### config.mk
export PLATFORM = sky130hd
export DESIGN_NAME = pgc_ctrl
export DESIGN_NICKNAME = d
export VERILOG_FILES = /design/src/rtl/pgc_pkg.sv /design/src/rtl/pgc_ack_timer.sv /design/src/rtl/pgc_dom_seq.sv /design/src/rtl/pgc_iso_bank.sv /design/src/rtl/pgc_ctrl.sv
export SDC_FILE = /design/constraint.sdc
export NUM_CORES = 1
export LEC_CHECK = 0
export ABC_AREA = 1
export BUFFER_PORTS_ARGS = -buffer_cell sky130_fd_sc_hd__clkbuf_2
export CORE_MARGIN = 10
export CORE_UTILIZATION = 56
export CTS_CLUSTER_SIZE = 20
export DETAILED_ROUTE_END_ITERATION = 8
export GPL_TIMING_DRIVEN = 0
export PLACE_DENSITY = 0.8
export SYNTH_ARGS = -nofsm -noshare
export SYNTH_HDL_FRONTEND = slang
export SYNTH_SLANG_ARGS = --single-unit
### constraint.sdc
create_clock -name clk -period 2.6 [get_ports clk]
set_input_delay 0.13 -clock clk [delete_from_list [all_inputs] [get_ports clk]]
set_output_delay 0.13 -clock clk [all_outputs]
set_load 0.05 [all_outputs]
### src/rtl/pgc_pkg.sv
// Package: shared sequencer states and status codes for the power-gating controller.
// Assumes: status encodings are fixed by the external interface.
package pgc_pkg;

    typedef enum logic [3:0] {
        ST_ON,      // powered, clocked, unclamped
        ST_CLKOFF,  // clock stopped
        ST_ISO,     // clamps applied
        ST_SAVE,    // shadow-register save strobe
        ST_SWOFF,   // switch opened, waiting for ack low
        ST_OFF,     // unpowered, retention only
        ST_SWON,    // switch closed, waiting for ack high
        ST_REST,    // restore strobe
        ST_CLKON,   // clock running, clamps still on
        ST_ERR      // acknowledge timeout, parked safe
    } pgc_state_e;

    localparam logic [2:0] STAT_ON       = 3'd0;
    localparam logic [2:0] STAT_GOING_OFF = 3'd1;
    localparam logic [2:0] STAT_OFF      = 3'd2;
    localparam logic [2:0] STAT_GOING_ON = 3'd3;
    localparam logic [2:0] STAT_ERROR    = 3'd4;

    // Map an internal state onto the reported status code.
    function automatic logic [2:0] status_of(pgc_state_e s);
        case (s)
            ST_ON:                               return STAT_ON;
            ST_CLKOFF, ST_ISO, ST_SAVE, ST_SWOFF: return STAT_GOING_OFF;
            ST_OFF:                              return STAT_OFF;
            ST_SWON, ST_REST, ST_CLKON:          return STAT_GOING_ON;
            default:                             return STAT_ERROR;
        endcase
    endfunction

endpackage

### src/rtl/pgc_ack_timer.sv
// Module: counts cycles spent waiting for a switch acknowledge.
// Assumes: 'run' is low for at least one cycle before each wait, so every
// wait starts from zero. A limit of 0 behaves as 2**TMO_W.
module pgc_ack_timer #(
    parameter int TMO_W = 8
) (
    input  logic             clk,
    input  logic             rst_n,
    input  logic             run,
    input  logic [TMO_W-1:0] limit,
    output logic             expired
);

    logic [TMO_W-1:0] cnt_q;

    // Count while waiting, clear otherwise.
    always_ff @(posedge clk) begin
        if (!rst_n)   cnt_q <= '0;
        else if (run) cnt_q <= cnt_q + 1'b1;
        else          cnt_q <= '0;
    end

    // Last permitted wait cycle reached.
    always_comb expired = run && (cnt_q == TMO_W'(limit - 1'b1));

endmodule

### src/rtl/pgc_dom_seq.sv
// Module: per-domain power sequencer. It orders clock stop, clamp, save and
// switch-off on the way down, and switch-on, restore, clock start and
// unclamp on the way up.
// Assumes: requests are single-cycle pulses; pwr_ack is synchronous to clk.
module pgc_dom_seq
    import pgc_pkg::*;
(
    input  logic       clk,
    input  logic       rst_n,
    input  logic       sleep_req,
    input  logic       wake_req,
    input  logic       pwr_ack,
    input  logic       tmo_expired,
    output logic       wait_ack,
    output logic       sw_en,
    output logic       iso_en,
    output logic       save_pls,
    output logic       rest_pls,
    output logic       clk_en,
    output logic [2:0] status,
    output logic       fault
);

    pgc_state_e state_q, state_n;
    logic       pend_q, pend_n;
    logic       fault_q;

    // Next-state selection; every sequence runs to completion.
    always_comb begin
        state_n = state_q;
        case (state_q)
            ST_ON:     if (sleep_req) state_n = ST_CLKOFF;
            ST_CLKOFF: state_n = ST_ISO;
            ST_ISO:    state_n = ST_SAVE;
            ST_SAVE:   state_n = ST_SWOFF;
            ST_SWOFF:  if (!pwr_ack) state_n = ST_OFF;
                       else if (tmo_expired) state_n = ST_ERR;
            ST_OFF:    if (pend_q || wake_req) state_n = ST_SWON;
            ST_SWON:   if (pwr_ack) state_n = ST_REST;
                       else if (tmo_expired) state_n = ST_ERR;
            ST_REST:   state_n = ST_CLKON;
            ST_CLKON:  state_n = ST_ON;
            default:   state_n = ST_ERR;
        endcase
    end

    // Remember a wake seen during shutdown until OFF is reached.
    always_comb begin
        pend_n = 1'b0;
        if (state_q != ST_ON &&
            (state_n == ST_CLKOFF || state_n == ST_ISO || state_n == ST_SAVE ||
             state_n == ST_SWOFF  || state_n == ST_OFF))
            pend_n = pend_q || wake_req;
    end

    // State, pending-wake and sticky fault registers.
    always_ff @(posedge clk) begin
        if (!rst_n) begin
            state_q <= ST_ON;
            pend_q  <= 1'b0;
            fault_q <= 1'b0;
        end else begin
            state_q <= state_n;
            pend_q  <= pend_n;
            if (state_n == ST_ERR) fault_q <= 1'b1;
        end
    end

    // Moore decode of the domain control outputs.
    always_comb begin
        sw_en    = !(state_q == ST_SWOFF || state_q == ST_OFF || state_q == ST_ERR);
        iso_en   = !(state_q == ST_ON || state_q == ST_CLKOFF);
        clk_en   = (state_q == ST_ON) || (state_q == ST_CLKON);
        save_pls = (state_q == ST_SAVE);
        rest_pls = (state_q == ST_REST);
        wait_ack = (state_q == ST_SWOFF) || (state_q == ST_SWON);
        status   = status_of(state_q);
        fault    = fault_q;
    end

endmodule

### src/rtl/pgc_iso_bank.sv
// Module: clamp cells for one domain's outward data bits.
// Assumes: clamp values are fixed at build time, one per bit.
module pgc_iso_bank #(
    parameter int                DATA_W = 4,
    parameter logic [DATA_W-1:0] CLAMP  = '0
) (
    input  logic              iso,
    input  logic [DATA_W-1:0] din,
    output logic [DATA_W-1:0] dout
);

    // One clamp per bit, forced to its own level while isolated.
    for (genvar b = 0; b < DATA_W; b++) begin : g_bit
        assign dout[b] = iso ? CLAMP[b] : din[b];
    end

endmodule

### src/rtl/pgc_ctrl.sv
// Module: top of the power-gating controller; one sequencer, one ack timer
// and one isolation bank for each domain.
// Assumes: all domains share clk and the timeout limit.
module pgc_ctrl
    import pgc_pkg::*;
#(
    parameter int                       N_DOM     = 4,
    parameter int                       DATA_W    = 4,
    parameter int                       TMO_W     = 8,
    parameter logic [N_DOM*DATA_W-1:0]  CLAMP_PAT = 16'h3C96
) (
    input  logic                      clk,
    input  logic                      rst_n,
    input  logic [TMO_W-1:0]          tmo_limit,
    input  logic [N_DOM-1:0]          sleep_req,
    input  logic [N_DOM-1:0]          wake_req,
    input  logic [N_DOM-1:0]          pwr_ack,
    input  logic [N_DOM*DATA_W-1:0]   dom_din,
    output logic [N_DOM-1:0]          sw_en,
    output logic [N_DOM-1:0]          iso_en,
    output logic [N_DOM-1:0]          save_pls,
    output logic [N_DOM-1:0]          rest_pls,
    output logic [N_DOM-1:0]          clk_en,
    output logic [3*N_DOM-1:0]        dom_status,
    output logic [N_DOM-1:0]          fault,
    output logic [N_DOM*DATA_W-1:0]   dom_dout
);

    logic [N_DOM-1:0] wait_ack;
    logic [N_DOM-1:0] tmo_hit;

    // Replicate the per-domain slice.
    for (genvar d = 0; d < N_DOM; d++) begin : g_dom
        pgc_ack_timer #(.TMO_W(TMO_W)) u_tmr (
            .clk     (clk),
            .rst_n   (rst_n),
            .run     (wait_ack[d]),
            .limit   (tmo_limit),
            .expired (tmo_hit[d])
        );

        pgc_dom_seq u_seq (
            .clk         (clk),
            .rst_n       (rst_n),
            .sleep_req   (sleep_req[d]),
            .wake_req    (wake_req[d]),
            .pwr_ack     (pwr_ack[d]),
            .tmo_expired (tmo_hit[d]),
            .wait_ack    (wait_ack[d]),
            .sw_en       (sw_en[d]),
            .iso_en      (iso_en[d]),
            .save_pls    (save_pls[d]),
            .rest_pls    (rest_pls[d]),
            .clk_en      (clk_en[d]),
            .status      (dom_status[3*d +: 3]),
            .fault       (fault[d])
        );

        pgc_iso_bank #(
            .DATA_W (DATA_W),
            .CLAMP  (CLAMP_PAT[DATA_W*d +: DATA_W])
        ) u_iso (
            .iso  (iso_en[d]),
            .din  (dom_din[DATA_W*d +: DATA_W]),
            .dout (dom_dout[DATA_W*d +: DATA_W])
        );
    end

endmodule

==> results of run 1 <==
-- placed cells by master, fill, tap and decap left out, types with 15 or more instances in the layout --
master      n
dfxtp_1    68
inv_1     132
nor2_1    147
clkbuf_2   88
nand3_1    62
nor2_2     15
nor3_1     27
buf_4      25
a21oi_1    24
nand2_1   139
o21ai_0    16
-- worst min-delay path by stage --
stage / startpoint / end / slack, ns / cells past startpoint
floorplan: wake_req[3] / g_dom[3].u_seq.pend_q$_SDFF_PN0_ / 0.35 / 2
global placement: g_dom[3].u_seq.fault$_SDFFE_PN0N_ / g_dom[3].u_seq.fault$_SDFFE_PN0N_ / 0.44 / 2
detailed placement: g_dom[2].u_seq.fault$_SDFFE_PN0N_ / g_dom[2].u_seq.fault$_SDFFE_PN0N_ / 0.44 / 2
CTS: wake_req[3] / g_dom[3].u_seq.pend_q$_SDFF_PN0_ / 0.12 / 3
global route: wake_req[3] / g_dom[3].u_seq.pend_q$_SDFF_PN0_ / 0.17 / 3
finish: wake_req[3] / g_dom[3].u_seq.pend_q$_SDFF_PN0_ / 0.12 / 3
-- stage by stage --
| step | hold WS (ns) | util | power, mW | std cells | setup slack [ns] |
|---|---|---|---|---|---|
| after floorplan | 0.353 | - | 1.93 | 747 | 0.743 |
| after global placement | 0.440 | 0.657 | 2.13 | 937 | 0.388 |
| after detailed placement | 0.444 | 0.657 | 2.15 | 937 | 0.356 |
| after CTS | 0.121 | 0.693 | 3.40 | 953 | 0.576 |
| after global routing | 0.167 | 0.693 | 3.54 | 953 | 0.301 |
| final | 0.120 | 0.693 | 3.39 | 953 | 0.542 |
-- state kept, by name, indices dropped and copies added (netlist names) --
signal               cells
g_dom.u_seq.fault        4
g_dom.u_seq.pend_q       4
g_dom.u_seq.state_q     16
g_dom.u_seq.status      12
g_dom.u_tmr.cnt_q       32
-- routing by layer --
| layer | wire [um] | part of all wire | vias up |
|---|---|---|---|
| li1 | - | - | 2515 |
| met1 | 5190 | 0.42 | 2234 |
| met2 | 5980 | 0.49 | 190 |
| met3 | 848 | 0.069 | 24 |
| met4 | 293 | 0.024 | 0 |
| met5 | 0 | 0 | - |
-- synth_stat cells --
library cell,instances
a2111oi_0,4
a21oi_1,24
a21oi_2,3
a22oi_1,1
a31oi_1,1
buf_4,25
buf_6,1
clkbuf_1,1
clkinv_1,3
dfxtp_1,68
ha_1,5
inv_1,132
inv_2,3
inv_4,1
nand2_1,139
nand2_2,10
nand3_1,62
nand3_2,11
nand3b_1,3
nand4_1,7
nand4_2,2
nor2_1,147
nor2_2,15
nor2_4,1
nor3_1,27
nor3b_1,5
nor4_1,4
o2111ai_1,1
o21ai_0,16
o21ai_1,5
o21ai_2,3
o22ai_1,1
or2_2,8
xnor2_1,1
xnor3_1,1
xor2_1,5
xor2_2,1
-- kinds of logic (layout without fill, tap and decap cells) --
group	after synthesis	in the layout	share of synthesized area
AND/OR/NAND/NOR	441	441	0.436
buffers and inverters	166	270	0.159
flip-flops	68	68	0.297
AO/OA/AOI/OAI	59	59	0.0745
XOR/XNOR	8	8	0.0199
adder cells (fa/ha/maj)	5	5	0.0136
-- area by class of cell --
class | count | area [sq um]
buffer | 27 | 203
clock buffer | 10 | 128
clock inverter | 6 | 159
fill | 743 | 2410
inverter | 139 | 524
multi-input combinational | 513 | 2500
sequential | 68 | 1360
tap | 102 | 128
timing repair buffer | 88 | 440
-- tightest hold or removal path, delay by kind of cell --
kind / cells / cell delay (ns)
buf+inv: 1 / 0.09
simple gates: 1 / 0.09
compound gates: 1 / 0.12
-- power groups by stage --
stage          combinational, mW  clock, mW  sequential, mW
6_report                    1.00       1.26            1.13
5_1_grt                     1.09       1.31            1.14
4_1_cts                     1.00       1.27            1.13
3_5_place_dp               0.997          0            1.15
3_3_place_gp               0.978          0            1.15
2_1_floorplan              0.725          0            1.20
==> impl_results.md, run 1 <==
* Layer with the highest usage: met2
* Final instance area at ~5400 sq um
* Internal at 2.21 mW
* Global Route met2 Usage at 0.347
* # rows at 32
* Cts bufs inserted at 9
* Number of top-level pins at 90
* Total gr overflow at 0
* Setup crit end kind: flip-flop
* Delay-heaviest family, CP: simple AND/OR/NAND/NOR gates
* Largest net degree at the start of global routing at 13
* Library cells used by synthesis at 37
* Synth top area share at 0.297
* Crit-path cells: nand2_1 > nor2_1 > nand3_1 > nor2_2 > nand4_1 > nor2_1 > nand3_1 > nand2_1 > nand3_1 > nor2_1 > nand2_1 > nand3_1 > nand2_1
* Buffers and inverters on the worst path at 0
* Cell taking the most area after synthesis: dfxtp_1
* Run status: complete, no violations
* #FFs+latches synth at 68
* Via count at 4963
* Vias in the first global route at about 4800
* RePlAce Congestion at 0.927
* Setup violations, final at 0
* RSZ-0062 raised after global routing: false
* Switching Share at 0.349
* Reg2reg end: g_dom[1].u_seq.status[0]$_DFF_P_
* Gr usage total at 0.198
* Slew Viols, Final at 0
* Crit-path max FO at 5
* Proportion of layout cells with a drive suffix above 1 at 0.220
* Worst Hold Class: in2reg
* Post-DR wirelength/cell at 12.9 um
* Synth Net Count at 790
* DRT Pass-1 Iters at 5
* Net Sw Power at between 1 and 1.5 mW
* Initial antenna violation count at 0
* VDD IR max at between 0.4 and 0.5 mV
* Clock Power Share at 0.372
* DR vias/cell at 5.21
* RR Startpoint: g_dom[1].u_seq.state_q[2]$_SDFF_PN0_
* Critical-path top delay cell: dfxtp_1
* Crit path capture: g_dom[1].u_seq.status[0]$_DFF_P_
* Clock latency on the worst-skew pair at 0.35 ns
* Static Leak at 2.75 nW
* Grt met1 use at 0.223
* Setup crit start: g_dom[1].u_seq.state_q[2]$_SDFF_PN0_
* Post-CTS resize count at 0
* Clock sink count at 68
* Syn avg cell area at roughly 6.1 sq um
* Nets at 889
* Height of the die at 110 um
* Max Cap Violations at 0
* Die ar. at 12200 sq um
* Worst slew pin tran at 0.643 ns
* DRC viols at 0
* Fin crit period at 2.06 ns
* Fmax at between 0.4 and 0.5 GHz
* Crit path kind: reg2reg
* Grt met3 use at 0.0416
* # Post-CTS Setup Buffers at 0
* R2R Setup Slk at 0.54 ns
* Layout Skew at around 0.015 ns
* PortBufs at 88
* First-pass GRT wire length at 21000 um
* Synth area leaders: dfxtp_1 (30%), nor2_1 (12%), nand2_1 (11%)
* Die width at 110 um
* Post-CTS Hold Buffers at 0
* Sequential power share at 0.333
* Clk slew on worst S/H paths at 0.08 ns
* Drt total wl at approximately 12000 um
* CTS tree: yes
* CP Launch Type: flip-flop
* Worst path depth at 13
* Post-route antenna net violation count at 0
* Post-route clock period utilization at 0.791
* Worst Path Required at between 2 and 3 ns
* Ys Warns at 0
* Core box area at 7850 sq um
* Final HPWL DP at 9640 um
* CTS max path bufs at 2
* CTS root buf: clkbuf_8
* Area Overhead vs Synth at 18.6%
* Pwr Density at 624 nW/um^2
* Diode count at 0
* H-tree levels at 3
* Starting Density at 0.584
* Mapped Area at 4580 sq um
* Reg2Reg Depth at 13
* Initial detailed-routing violation count at 376
* Cell Area, Placed at 5150 sq um
* Worst stage delay on the critical path at between 0.4 and 0.5 ns
* Seq/Total Area, Yosys at 0.297
* Worst slew margin at 0.560
* Post-synthesis cell count at 747
* Comb power frac at 0.295
* Final setup TNS at 0 ns
* Final hold viol count at 0
* Arr. time, crit path at 2.31 ns
Power figures use the tool's default switching activity.
==> inputs of run 2 (changes only) <==
--- a/config.mk
+++ b/config.mk
@@ -8,11 +8,11 @@
 export ABC_AREA = 1
 export BUFFER_PORTS_ARGS = -buffer_cell sky130_fd_sc_hd__clkbuf_2
 export CORE_MARGIN = 10
-export CORE_UTILIZATION = 56
+export CORE_UTILIZATION = 51
 export CTS_CLUSTER_SIZE = 20
 export DETAILED_ROUTE_END_ITERATION = 8
 export GPL_TIMING_DRIVEN = 0
-export PLACE_DENSITY = 0.8
+export PLACE_DENSITY = 0.77
 export SYNTH_ARGS = -nofsm -noshare
 export SYNTH_HDL_FRONTEND = slang
 export SYNTH_SLANG_ARGS = --single-unit
==> constraint.sdc (replaced) <==
create_clock -name clk -period 1.83 [get_ports clk]
set_input_delay 0.0915 -clock clk [delete_from_list [all_inputs] [get_ports clk]]
set_output_delay 0.0915 -clock clk [all_outputs]
set_load 0.05 [all_outputs]
==> run 2 against run 1 <==
Effect of this change:
- worst hold slack got worse by 0.013 ns
- clock power barely moved
- global-route usage fell by 0.27 points
- critical path type unchanged
==> impl_results.md, run 2 (synthesized netlist as in run 1, its figures left out) <==
* Run status: complete, no violations
* Worst slew pin tran at 0.664 ns
* Worst slew margin at 0.557
* Max Cap Violations at 0
* Slew Viols, Final at 0
* Post-DR wirelength/cell at 13.9 um
* Die ar. at 13200 sq um
* Arr. time, crit path at 2.07 ns
* Initial antenna violation count at 0
* Core box area at 8720 sq um
* Nets at about 900
* Height of the die at 115 um
* Fin crit period at 1.83 ns
* Post-route antenna net violation count at 0
* DR vias/cell at roughly 5.2
* Commonest non-fill, non-tap cell in the layout: nor2_1
* Area Overhead vs Synth at 29.9%
* PortBufs at between 80 and 90
* Final cell count without fillers at 976
* Layout Skew at around 0.014 ns
* Final HPWL DP at 9740 um
* Drt total wl at 13600 um
* Setup violations, final at 0
* CTS tree: yes
* RSZ-0062 raised after global routing: true
* Placed insts at 943
* Setup crit end kind: flip-flop
* Total gr overflow at 0
* Crit-path max FO at 5
* DRC viols at 0
* Clock latency on the worst-skew pair at 0.35 ns
* Post-route setup slack at 0.000890 ns
* DRT Pass-1 Iters at 8
* Clk slew on worst S/H paths at roughly 0.070 ns
* Die width at roughly 110 um
* Fmax at 0.547 GHz
* Vias in the first global route at 4920
* Most frequent cells in the layout: nor2_1 (132), inv_1 (124), nand2_1 (116), clkbuf_2 (85), nand3_1 (50)
* First-pass GRT wire length at around 22000 um
* Crit path kind: reg2reg
* Static Leak at 2.88 nW
* Worst Hold Class: in2reg
* Gr usage total at 0.195
* Layout Utilization at 0.683
* Pwr Density at 772 nW/um^2
* RePlAce Congestion at 0.893
* CTS max path bufs at 2
* Worst Path Required at 2.07 ns
* Number of top-level pins at 90
* Post-place setup slack at -0.415 ns
* Proportion of layout cells with a drive suffix above 1 at 0.339
* Total power at 4.60 mW
* Clock sink count at 68
* Via count at 5091
* Hold slack at about 0.11 ns
* Layout fillers at 736
* Starting Density at 0.526
* VDD IR max at 0.485 mV
* Initial detailed-routing violation count at 332
* # rows at 34
* CTS root buf: clkbuf_8
* Cts bufs inserted at 9
* Most flops, register: g_dom.u_tmr.cnt_q
* CP Launch Type: flip-flop
* H-tree levels at 3
* Diode count at 0
* Largest net degree at the start of global routing at 11
* Final hold viol count at 0
* Max reg flops at 32
* Post-route clock period utilization at 1.00
run 2: cell types whose count changed in the layout (fill, tap and decap cells not counted), moves of 5 or more:
cell / change
buf_4: +19
dfxtp_1: -19
dfxtp_2: +17
inv_1: -8
inv_2: +7
nand2_1: -23
nand2_2: +16
nand2_4: +7
nand3_1: -12
nand3_2: +5
nand3_4: +7
nor2_1: -15
nor2_4: +15
run 2: path summary, 6_finish.rpt:
path | from | endpoint | slack [ns] | depth (start not counted)
min | wake_req[3] | g_dom[3].u_seq.pend_q$_SDFF_PN0_ | 0.11 | 3
max reg2reg | g_dom[2].u_seq.state_q[3]$_SDFF_PN0_ | g_dom[2].u_seq.status[0]$_DFF_P_ | 0.0009 | 16
min reg2reg | g_dom[0].u_tmr.cnt_q[0]$_SDFF_PN0_ | g_dom[0].u_tmr.cnt_q[0]$_SDFF_PN0_ | 0.45 | 1
max | g_dom[2].u_seq.state_q[3]$_SDFF_PN0_ | g_dom[2].u_seq.status[0]$_DFF_P_ | 0.0009 | 16
run 2: area by class of cell:
type	count	area, sq um	share of cell area
Buffer	27	203	0.0340
Clock buffer	12	155	0.0261
Clock inverter	2	35.0	0.00588
Inverter	139	527	0.0885
Multi-Input combinational cell	513	2920	0.491
Sequential cell	68	1390	0.233
Tap cell	108	135	0.0227
Timing Repair Buffer	107	586	0.0983
run 2: where the power goes:
part	switching [mW]	internal, mW	total [mW]
Combinational	1.18	0.556	1.74
Sequential	0.0677	1.55	1.62
Clock	0.552	0.688	1.24
Total	1.80	2.79	4.60
run 2: metrics by stage:
stage / area (sq um) / TNS (ns)
global route: 5950 / -1.58
global placement: 5160 / -5.79
CTS: 5500 / -0.0463
finish: 5950 / 0
floorplan: 4580 / 0
detailed placement: 5160 / -7.69
run 2: critical path, stage by stage (launching register included):
cell,delay [ns]
dfxtp_2,0.33
inv_2,0.10
nand2_4,0.08
nor2_4,0.10
nand3_2,0.08
nor2_2,0.11
nand3_1,0.09
nor2_2,0.13
nand3_2,0.12
nand3_2,0.09
nand2_1,0.08
nand3_4,0.13
nand2_2,0.06
clkinv_1,0.04
nand2_1,0.05
nand3_1,0.08
nand2_1,0.05
run 2: timing repair:
item,CTS,global route
setup buffers,7,12
pin swaps,15,50
resized for setup,41,95
setup endpoints to repair,17,27
hold buffers,0,0
run 2: per-layer routing:
layer	vias to the layer above	GRT usage	wire length (um)
li1	2548	-	-
met1	2327	0.213	5310
met2	185	0.344	6860
met3	31	0.0599	1080
met4	0	0.0817	312
met5	-	0	0
==> inputs of run 3 (changes only) <==
--- a/config.mk
+++ b/config.mk
@@ -8,11 +8,12 @@
 export ABC_AREA = 1
 export BUFFER_PORTS_ARGS = -buffer_cell sky130_fd_sc_hd__clkbuf_2
 export CORE_MARGIN = 10
-export CORE_UTILIZATION = 51
+export CORE_UTILIZATION = 56
 export CTS_CLUSTER_SIZE = 20
 export DETAILED_ROUTE_END_ITERATION = 8
 export GPL_TIMING_DRIVEN = 0
-export PLACE_DENSITY = 0.77
+export PLACE_DENSITY = 0.8
+export SLEW_MARGIN = 20
 export SYNTH_ARGS = -nofsm -noshare
 export SYNTH_HDL_FRONTEND = slang
 export SYNTH_SLANG_ARGS = --single-unit
==> constraint.sdc (replaced) <==
create_clock -name clk -period 2 [get_ports clk]
set_input_delay 0.1 -clock clk [delete_from_list [all_inputs] [get_ports clk]]
set_output_delay 0.1 -clock clk [all_outputs]
set_load 0.05 [all_outputs]
==> run 3 against run 2 <==
Effect of this change:
- sequential power down 9%
- die area down 7.4%
- non-clock buffer count down 13
- worst setup slack better by 0.14 ns
- cell count down 1.7%
- highest routed layer unchanged
- critical path type unchanged
- critical endpoint is now g_dom[3].u_seq.status[0]$_DFF_P_
- first-iteration DRC count down 2.7%
- core utilization up 3.6 points
- final area down 5.3%
- maximum frequency down 1.5%
- clock power up 32%
==> impl_results.md, run 3 (synthesized netlist as in run 1, its figures left out) <==
* Total power at approximately 4.5 mW
* Worst slew margin at 0.594
* Clk slew on worst S/H paths at 0.07 ns
* Area Overhead vs Synth at 23.0%
* Gr usage total at 0.198
* Layout fillers at 710
* Drt total wl at about 13000 um
* Most flops, register: g_dom.u_tmr.cnt_q
* Cell Area, Placed at 5150 sq um
* Diode count at 0
* Final HPWL DP at 9640 um
* Fin crit period at 1.86 ns
* Final hold viol count at 0
* Setup violations, final at 0
* First-pass GRT wire length at 21000 um
* Initial detailed-routing violation count at between 300 and 400
* Setup crit end kind: flip-flop
* # rows at 32
* Proportion of layout cells with a drive suffix above 1 at 0.273
* Core box area at 7850 sq um
* Vias in the first global route at 4782
* Most frequent cells in the layout: nor2_1 (139), nand2_1 (133), inv_1 (127), clkbuf_2 (88), dfxtp_1 (57)
* Number of top-level pins at 90
* Setup crit start: g_dom[3].u_seq.state_q[2]$_SDFF_PN0_
* Max reg flops at 32
* Max Cap Violations at 0
* Post-route setup slack at 0.144 ns
* Worst Hold Class: in2reg
* Post-route antenna net violation count at 0
* Cts bufs inserted at 9
* Worst Path Required at 2.29 ns
* VDD IR max at 0.601 mV
* DRT Pass-1 Iters at 6
* CTS root buf: clkbuf_8
* Hold path start: wake_req[3]
* Final instance area at 5640 sq um
* Die ar. at 12200 sq um
* Die width at 110 um
* Static Leak at 2.80 nW
* Starting Density at 0.584
* Layout Skew at ~0.014 ns
* Largest net degree at the start of global routing at 13
* Commonest non-fill, non-tap cell in the layout: nor2_1
* Pwr Density at 796 nW/um^2
* RePlAce Congestion at 0.927
* H-tree levels at 3
* Worst slew pin tran at 0.609 ns
* Via count at 5010
* Post-DR wirelength/cell at 13.3 um
* Slew Viols, Final at 0
* Nets at 895
* Fmax at 0.539 GHz
* PortBufs at 88
* Clock latency on the worst-skew pair at 0.35 ns
* CTS tree: yes
* Post-place setup slack at -0.214 ns
* Clock sink count at 68
* Post-route clock period utilization at 0.928
* CP Launch Type: flip-flop
* Total gr overflow at 0
* CTS max path bufs at 2
* Initial antenna violation count at 0
* Arr. time, crit path at 2.15 ns
* DRC viols at 0
* Crit path kind: reg2reg
* DR vias/cell at 5.22
* Height of the die at 110 um
* Post-CTS Hold Buffers at 0
* Crit-path max FO at 5
* RR Startpoint: g_dom[3].u_seq.state_q[2]$_SDFF_PN0_
* Run status: complete, no violations
[run 3: changes by cell type in the layout (fill, tap and decap cells not counted), moves of 8 or more]
cell / before / now
dfxtp_2: 17 / 8
dfxtp_1: 49 / 57
buf_4: 44 / 31
nor2_4: 16 / 4
nand2_2: 26 / 13
nand2_1: 116 / 133
[run 3: worst max-delay path, stage by stage, from the launching register on]
cell and delay [ns]:
dfxtp_2 0.40, nand2_4 0.08, nor2_4 0.12, nand3_1 0.08
nor2_1 0.11, nand3_1 0.10, nor2_2 0.17, nand4_2 0.14
nand2_1 0.12, nand3_2 0.08, nor2_2 0.13, nand2_2 0.07
nand2_2 0.07, nand2_2 0.05, nand2_1 0.07
[run 3: per-layer routing]
layer | global-route usage | vias to the layer above | wire [um]
met5 | 0 | - | 0
met4 | 0.0907 | 0 | 303
met3 | 0.0416 | 26 | 901
met2 | 0.347 | 198 | 6260
met1 | 0.223 | 2256 | 5260
li1 | - | 2530 | -
[run 3: final cells by class]
| type | instances | area (sq um) | share of cell area |
|---|---|---|---|
| repair buffers | 94 | 485 | 0.0861 |
| clock buffers | 10 | 128 | 0.0226 |
| multi-input cells | 513 | 2630 | 0.466 |
| clock inverters | 6 | 159 | 0.0282 |
| inverters | 139 | 529 | 0.0938 |
| well taps | 102 | 128 | 0.0226 |
| plain buffers | 27 | 203 | 0.0359 |
| flip-flops and latches | 68 | 1380 | 0.245 |
[run 3: repair_timing]
action | in CTS | in global routing
setup buffers | 0 | 6
resized for setup | 2 | 56
pin swaps | 0 | 15
setup endpoints to repair | 2 | 19
[run 3: power breakdown]
part	switching, mW	internal (mW)	total (mW)
combinational	0.969	0.413	1.38
sequential	0.0600	1.41	1.47
clock	0.550	1.09	1.64
[run 3: per-stage QoR]
stage / utilization / setup TNS, ns / hold WS [ns] / instances
6_report: 0.719 / 0 / 0.0912 / 959
5_1_grt: 0.719 / -0.0801 / 0.137 / 959
4_1_cts: 0.694 / 0 / 0.0908 / 953
3_5_place_dp: 0.657 / -2.16 / 0.444 / 937
3_3_place_gp: 0.657 / -1.55 / 0.440 / 937
2_1_floorplan: - / 0 / 0.323 / 747
[run 3: path summary, 6_finish.rpt]
check | depth (start not counted) | slack, ns | to
setup / recovery | 14 | 0.14 | g_dom[3].u_seq.status[0]$_DFF_P_
hold / removal | 3 | 0.09 | g_dom[3].u_seq.pend_q$_SDFF_PN0_
setup reg to reg | 14 | 0.14 | g_dom[3].u_seq.status[0]$_DFF_P_
hold reg to reg | 2 | 0.45 | g_dom[2].u_seq.fault$_SDFFE_PN0N_
